## src/rtl/crc_par_pkg.sv

```systemverilog
package crc_par_pkg;

    // Where the message word enters the state relative to the matrix step.
    typedef enum logic {
        MODE_AUG = 1'b0,   // XOR after the step, into the low W bits
        MODE_DIR = 1'b1    // XOR before the step, into the high W bits
    } crc_mode_e;

endpackage

```

## src/rtl/crc_par_place.sv

```systemverilog
// Positions the message word according to the selected form.
// vec_pre is what the matrix multiplies; vec_post is XORed after it.
module crc_par_place #(
    parameter int M = 16,
    parameter int W = 8
) (
    input  crc_par_pkg::crc_mode_e mode,
    input  logic [M-1:0]           state,
    input  logic [W-1:0]           data,
    output logic [M-1:0]           vec_pre,
    output logic [M-1:0]           vec_post
);
    import crc_par_pkg::*;

    localparam int PAD = M - W;

    logic [M-1:0] d_low;
    logic [M-1:0] d_high;

    generate
        if (PAD > 0) begin : g_pad
            assign d_low  = {{PAD{1'b0}}, data};
            assign d_high = {data, {PAD{1'b0}}};
        end else begin : g_full
            assign d_low  = data;
            assign d_high = data;
        end
    endgenerate

    always_comb begin
        unique case (mode)
            MODE_AUG: begin
                vec_pre  = state;
                vec_post = d_low;
            end
            MODE_DIR: begin
                vec_pre  = state ^ d_high;
                vec_post = '0;
            end
            default: begin
                vec_pre  = state;
                vec_post = '0;
            end
        endcase
    end

endmodule

```

## src/rtl/crc_par_gf2mv.sv

```systemverilog
// GF(2) matrix-vector product: out[i] = XOR_j (mat[i*M+j] AND vec[j]).
module crc_par_gf2mv #(
    parameter int M = 16
) (
    input  logic [M*M-1:0] mat,
    input  logic [M-1:0]   vec,
    output logic [M-1:0]   prod
);
    generate
        for (genvar i = 0; i < M; i++) begin : g_row
            assign prod[i] = ^(mat[i*M +: M] & vec);
        end
    endgenerate
endmodule

```

## src/rtl/crc_par_state.sv

```systemverilog
// State register: asynchronous reset, clear over load, hold otherwise.
module crc_par_state #(
    parameter int M = 16
) (
    input  logic         clk,
    input  logic         rst_n,
    input  logic         clr,
    input  logic         load,
    input  logic [M-1:0] nxt,
    output logic [M-1:0] q
);
    always_ff @(posedge clk or negedge rst_n) begin
        if (!rst_n) begin
            q <= '0;
        end else if (clr) begin
            q <= '0;
        end else if (load) begin
            q <= nxt;
        end
    end
endmodule

```

## src/rtl/crc_par_engine.sv

```systemverilog
module crc_par_engine #(
    parameter int M = 16,
    parameter int W = 8
) (
    input  logic           clk,
    input  logic           rst_n,
    input  logic           clr,
    input  logic           vld,
    input  logic           mode,
    input  logic [M*M-1:0] mat_i,
    input  logic [W-1:0]   data_i,
    output logic [M-1:0]   crc_o
);
    import crc_par_pkg::*;

    crc_mode_e    mode_e;
    logic [M-1:0] vec_pre;
    logic [M-1:0] vec_post;
    logic [M-1:0] prod;
    logic [M-1:0] nxt;

    assign mode_e = crc_mode_e'(mode);

    crc_par_place #(.M(M), .W(W)) u_place (
        .mode     (mode_e),
        .state    (crc_o),
        .data     (data_i),
        .vec_pre  (vec_pre),
        .vec_post (vec_post)
    );

    crc_par_gf2mv #(.M(M)) u_mv (
        .mat  (mat_i),
        .vec  (vec_pre),
        .prod (prod)
    );

    assign nxt = prod ^ vec_post;

    crc_par_state #(.M(M)) u_state (
        .clk   (clk),
        .rst_n (rst_n),
        .clr   (clr),
        .load  (vld),
        .nxt   (nxt),
        .q     (crc_o)
    );

endmodule

```

## config.mk

```make
export PLATFORM = sky130hd
export DESIGN_NAME = crc_par_engine
export DESIGN_NICKNAME = d
export VERILOG_FILES = /design/src/rtl/crc_par_pkg.sv /design/src/rtl/crc_par_place.sv /design/src/rtl/crc_par_gf2mv.sv /design/src/rtl/crc_par_state.sv /design/src/rtl/crc_par_engine.sv
export SDC_FILE = /design/constraint.sdc
export NUM_CORES = 1
export LEC_CHECK = 0
export BUFFER_PORTS_ARGS = -buffer_cell sky130_fd_sc_hd__buf_2
export CAP_MARGIN = 20
export CORE_AREA = 5 5 107 109
export CTS_CLUSTER_DIAMETER = 60
export DETAILED_ROUTE_END_ITERATION = 8
export DIE_AREA = 0 0 112 114
export HOLD_SLACK_MARGIN = 0.03
export PLACE_DENSITY = 0.83
export SLEW_MARGIN = 20
export SYNTH_ARGS = -nofsm -noshare
export SYNTH_HDL_FRONTEND = slang
export SYNTH_SLANG_ARGS = --single-unit
```

## constraint.sdc

```tcl
create_clock -name clk -period 4.7 [get_ports clk]
set_input_delay 0.235 -clock clk [delete_from_list [all_inputs] [get_ports clk]]
set_output_delay 0.235 -clock clk [all_outputs]
set_load 0.02 [all_outputs]
```

==> results of run 1 <==
[report_power, final]
part	switching, mW	total [mW]	internal, mW
sequential	0.176	0.361	0.185
combinational	1.17	2.65	1.49
clock	0.0477	0.122	0.0742
[kinds of logic (layout without fill, tap and decap cells)]
| family | Yosys count | after routing | synth area share (%) |
|---|---|---|---|
| AOI/OAI and AO/OA | 91 | 91 | 12.2 |
| xor gates and xnor gates | 219 | 219 | 51.7 |
| buffers and inverters | 39 | 289 | 5.16 |
| DFF | 16 | 16 | 8.74 |
| muxes | 9 | 9 | 1.97 |
| other | 0 | 1 | 0 |
| and+or+nand+nor | 224 | 224 | 20.3 |
[worst register-to-register path: stages (launching register included)]
cell,delay (ps)
dfrtp_1,890
nand2_1,230
xnor2_1,300
xnor2_1,190
xnor3_1,390
xnor3_1,370
mux2i_1,140
nor2_1,60
[cell type report]
cell class	instances	area, um^2	share of cell area (%)
Antenna cell	1	2.50	0.0416
Timing Repair Buffer	285	1430	23.8
Sequential cell	16	400	6.66
Multi-Input combinational cell	543	3950	65.7
Clock buffer	4	55.1	0.916
Tap cell	140	175	2.91
[layer usage]
layer	GRT usage, %	part of all wire [%]	routed length (um)
met4	7.05	2.7	456
met5	0	0	0
met1	28.0	36	6090
met3	4.83	9.0	1520
met2	47.2	52	8720
[layout by cell type (no fill, tap or decap), types with 4 or more instances in the layout]
cell type	count
o21ai_0	30
nand2_1	187
a21boi_2	4
xnor3_1	31
nand4b_1	6
o21ai_1	32
a211oi_1	8
nor2_1	17
xor2_1	55
dfrtp_1	16
mux2i_1	9
clkbuf_8	4
o21ai_2	9
o21a_1	6
xnor2_1	130
nand2b_1	7
buf_2	284
[worst min path at each step]
stage          start                         to  slack [ps]
3_5_place_dp   rst_n  u_state.q[15]$_DFFE_PN0P_         170
2_1_floorplan  rst_n   u_state.q[0]$_DFFE_PN0P_         -60
3_3_place_gp   rst_n  u_state.q[15]$_DFFE_PN0P_         160
4_1_cts          clr   u_state.q[7]$_DFFE_PN0P_         350
5_1_grt          clr   u_state.q[6]$_DFFE_PN0P_         370
6_report         clr   u_state.q[6]$_DFFE_PN0P_         360
==> results.tsv, run 1 <==
metric	value	unit
yosys_register_bits	16	
cts_made_buffers	3	
finalNetCount	1118	
gp_congestion	0.919	
synth_common_cells	nand2_1 (187), xnor2_1 (130), xor2_1 (55)	
synth_area_per_cell	7.66	um^2
dp_slack	1870	ps
path_class	flip-flop to flip-flop	
vias	4954	
antenna_found_initial	1	
crit_family	XOR/XNOR gates	
hpwl	14000	um
finalHoldViolations	0	
top_register	u_state.q	
slew_violations	0	
clk_path_buf_depth	2	
utilization	57.2	%
die_h	114	um
synth_area	4580	um^2
critical_path.startpoint	u_state.q[1]$_DFFE_PN0P_	
drc	0	
num-fill-cells	1007	
tightestPinTransition	1010	ps
r2r_end	u_state.q[5]$_DFFE_PN0P_	
timing.fmax	371	MHz
wl	16800	um
async_reset_ff_share	100	%
slew_headroom	32.2	%
crit_buf_inv	0	
reg_top3	u_state.q x16	
overflow	0	
max_cap_viol_count	0	
grt_usage	24.8	%
endpoint_kind	flip-flop	
crit_slowest_cell	dfrtp_1	
grt_pass1_vias	5002	
reg2reg_slack	2010	ps
whs_path_depth	2	
r2r-start	u_state.q[1]$_DFFE_PN0P_	
ctsHoldBuffers	1	
drt-pass1-iter-count	4	
syn-num-nets	867	
ir_drop	239	uV
critical_path_required	4830	ps
hold-worst-slack	358	ps
clock_latency	250	ps
crit_end	u_state.q[5]$_DFFE_PN0P_	
fin_crit_sh	57.3	%
setup.worst_path.start_class	flip-flop	
worst_slack	2010	ps
synthTopCellsByArea	xnor2_1 (25%), nand2_1 (15%), xnor3_1 (15%)	
synth-edff-count	0	
grt_first_pass_wirelength	25000	um
drt_iter0_markers	261	
core	10500	um^2
final_area	6010	um^2
crit_path_max_incr_delay	890	ps
dpl_cell_area	5940	um^2
layout.cells.non_filler	989	
synth_top_area_cell	xnor2_1	
drive_gt1_share	36.4	%
synth.most_common_cell	nand2_1	
port-buffer-count	284	
clock_skew	2.62	ps
p_leak	2.85	nW
dp_cells	983	
reg2reg_depth	7	
wire_per_inst	17.0	um
start_util	43.6	%
ios	285	
tns	0	ps
netlist_instances	598	
area_growth	31.2	%
setup_violations	0	
crit_path_max_fanout	18	
fp.dieW	112	um
vias_per_cell	5.01	
largest_register_ffs	16	
hp-class	input port to flip-flop	
rsz0062_at_grt	false	
htree_levels	1	
design.die.area	12800	um^2
postCtsSetupBuffers	0	
path_cells	nand2_1, xnor2_1, xnor2_1, xnor3_1, xnor3_1, mux2i_1, nor2_1	
ctsResizeCount	0	
fin_crit	2690	ps
cp_data_arrival_time	2820	ps
grt_max_degree	28	
path_depth	7	
cts-root-buf	clkbuf_8	
dominantRegCellSynth	dfrtp_1	
run_status	completed	
rows	38	
ys_seq_area_share	8.74	%
cts_tree	done	
clk_pin_slew	70	ps
yosysUniqueCellTypes	31	
synth_top_area_share	24.8	%
p_per_area	522	nW/um^2
total_power	3.14	mW
cts.sink_count	16	
yosysWarnings	0	
final_antenna_net_count	0	
No activity file was read; power rests on OpenSTA's default activity.
==> run 2: changes to the inputs <==
- CORE_AREA: 5 5 107 109 -> not set
- CORE_MARGIN: not set -> 5
- CORE_UTILIZATION: not set -> 41
- DIE_AREA: 0 0 112 114 -> not set
- PLACE_DENSITY: 0.83 -> 0.8
- clock period: 4.7 -> 2.3 ns (I/O delays scaled with it)
==> results.tsv, run 2 (synthesized netlist as in run 1, its figures left out) <==
metric	value	unit	change
p_sw	2.94	mW	+110%
vias_per_cell	5.01		about the same
clk_path_buf_depth	2		unchanged
start_util	42.1	%	-1.5 points
crit_slowest_cell	dfrtp_1		
utilization	58.3	%	+1.1 points
final_cell_mix	buf_2 (284), nand2_1 (187), xnor2_1 (128)		
path_cells	and3b_4, o21ai_1, xnor2_1, xnor3_1, xnor3_1, mux2i_1, nor2_1		
final_antenna_net_count	0		unchanged
slew_headroom	64.8	%	+33 points
setup_violations	0		unchanged
pwr-share-seq	8.6	%	-2.9 points
clock_skew	2.46	ps	-0.167 ps
fp.dieW	116	um	+3.3%
wire_per_inst	17.6	um	+3.7%
fin_crit_sh	96.9	%	+40 points
register_area	405	um^2	+1.3%
hold-worst-slack	231	ps	-127 ps
clockPowerShare	3.9	%	about the same
p_per_area	1060	nW/um^2	+100%
crit_path_max_incr_delay	450	ps	-440 ps
setup.worst_path.start_class	flip-flop		
cp_data_arrival_time	2370	ps	-450 ps
area_growth	38.6	%	
path_class	flip-flop to flip-flop		
layout_commonest_cell	buf_2		
cts-root-buf	clkbuf_8		
r2r_end	u_state.q[7]$_DFFE_PN0P_		
crit_family	XOR/XNOR gates		
slew_violations	0		unchanged
path_depth	7		unchanged
crit_path_max_fanout	8		-10
finalHoldViolations	0		unchanged
crit_end	u_state.q[7]$_DFFE_PN0P_		
num-fill-cells	1017		+0.99%
largest_register_ffs	16		unchanged
design.die.area	13400	um^2	+4.9%
finalNetCount	1152		+3.0%
cts_tree	done		
drive_gt1_share	39.8	%	+3.4 points
hp-class	input port to flip-flop		
crit_top_cell	xnor3_1		
hpwl	14900	um	+6.8%
drt-pass1-iter-count	5		+1
run_status	completed		
p_int	3.76	mW	+120%
grt_first_pass_wirelength	25100	um	+0.63%
clk_pin_slew	70	ps	about the same
reg2reg_depth	7		unchanged
rsz0062_at_grt	false		
overflow	0		unchanged
wl	18000	um	+7.3%
top_register	u_state.q		
grt_pass1_vias	5017		+0.30%
critical_path.startpoint	u_state.q[9]$_DFFE_PN0P_		
timing.fmax	449	MHz	+21%
ios	285		unchanged
drt_iter0_markers	277		+6.1%
total_power	6.71	mW	+110%
antenna_found_initial	1		unchanged
multi_input_area	4020	um^2	+1.7%
cts.sink_count	16		unchanged
grt_max_degree	25		-11%
die_h	116	um	+1.5%
rows	38		unchanged
port-buffer-count	284		unchanged
max_cap_viol_count	0		unchanged
core	10900	um^2	+3.6%
htree_levels	1		unchanged
vias	5129		+3.5%
clock_latency	260	ps	about the same
critical_path_required	2440	ps	-2390 ps
reg_top3	u_state.q x16		
crit_buf_inv	0		unchanged
cts_made_buffers	3		unchanged
combinationalPowerShare	87.5	%	+2.9 points
fin_crit	2230	ps	-463 ps
p_leak	3.04	nW	+6.7%
gp_congestion	0.953		+3.8%
tightestPinTransition	527	ps	-484 ps
swShare	43.9	%	-0.51 points
ir_drop	521	uV	+120%
grt_usage	24.8	%	about the same
drc	0		unchanged
r2r-start	u_state.q[9]$_DFFE_PN0P_		
reg2reg_slack	70	ps	-1940 ps
endpoint_kind	flip-flop		
run 2: cell types whose count changed in the layout (fill, tap and decap cells not counted), moves of 2 or more:
cell | before | now
buf_4 | 0 | 30
dfrtp_1 | 16 | 12
dfrtp_2 | 0 | 4
a21boi_2 | 4 | 1
a21boi_4 | 1 | 4
buf_12 | 0 | 2
xnor2_1 | 130 | 128
xnor2_2 | 2 | 4
run 2: timing repair:
item / 4_1_cts / 5_1_grt
hold endpoints to repair: 16 / 0
resized for setup: 6 / 9
pin swaps: 2 / 11
hold buffers: 1 / 0
buffers inserted: 2 / 3
endpoints found under the setup margin: 16 / 15
gates cloned: 1 / 1
run 2: how the worst min path moves through the flow:
stage / cells after the start / slack, ps / endpoint / start
after floorplan: 0 / -180 / u_state.q[0]$_DFFE_PN0P_ / rst_n
after global placement: 1 / 60 / u_state.q[8]$_DFFE_PN0P_ / rst_n
after detailed placement: 1 / 50 / u_state.q[8]$_DFFE_PN0P_ / rst_n
after CTS: 2 / 230 / u_state.q[4]$_DFFE_PN0P_ / clr
after global routing: 2 / 240 / u_state.q[6]$_DFFE_PN0P_ / clr
final: 2 / 230 / u_state.q[7]$_DFFE_PN0P_ / clr
run 2: metal layers:
metal / GRT usage, % / share of wire, % / vias up
li1: - / - / 2490
met4: 8.35 / 3.3 / 0
met5: 0 / 0 / -
met1: 28.5 / 36 / 2298
met2: 46.1 / 50 / 300
met3: 4.49 / 9.9 / 41
run 2: final cells by class:
| type | instances | share of cell area (%) |
|---|---|---|
| tap | 140 | 2.76 |
| clock buffer | 4 | 0.867 |
| timing repair buffer | 317 | 26.7 |
| antenna | 1 | 0.0394 |
| multi-input combinational | 545 | 63.2 |
| sequential | 16 | 6.38 |
run 2: per-stage QoR:
stage	instances	TNS [ps]	setup slack, ps	instance area, um^2
6_report	1023	0	70.7	6350
5_1_grt	1023	0	0.299	6350
2_1_floorplan	598	0	166	4580
3_5_place_dp	1010	-3700	-389	6170
4_1_cts	1018	0	5.55	6280
3_3_place_gp	1010	-2570	-308	6170
run 2: power groups by stage:
stage	sequential, mW	combinational [mW]	clock, mW
final	0.575	5.87	0.264
after global placement	0.567	5.75	0
after CTS	0.567	5.89	0.262
after detailed placement	0.569	5.83	0
after floorplan	0.569	4.47	0
after global routing	0.588	6.32	0.275
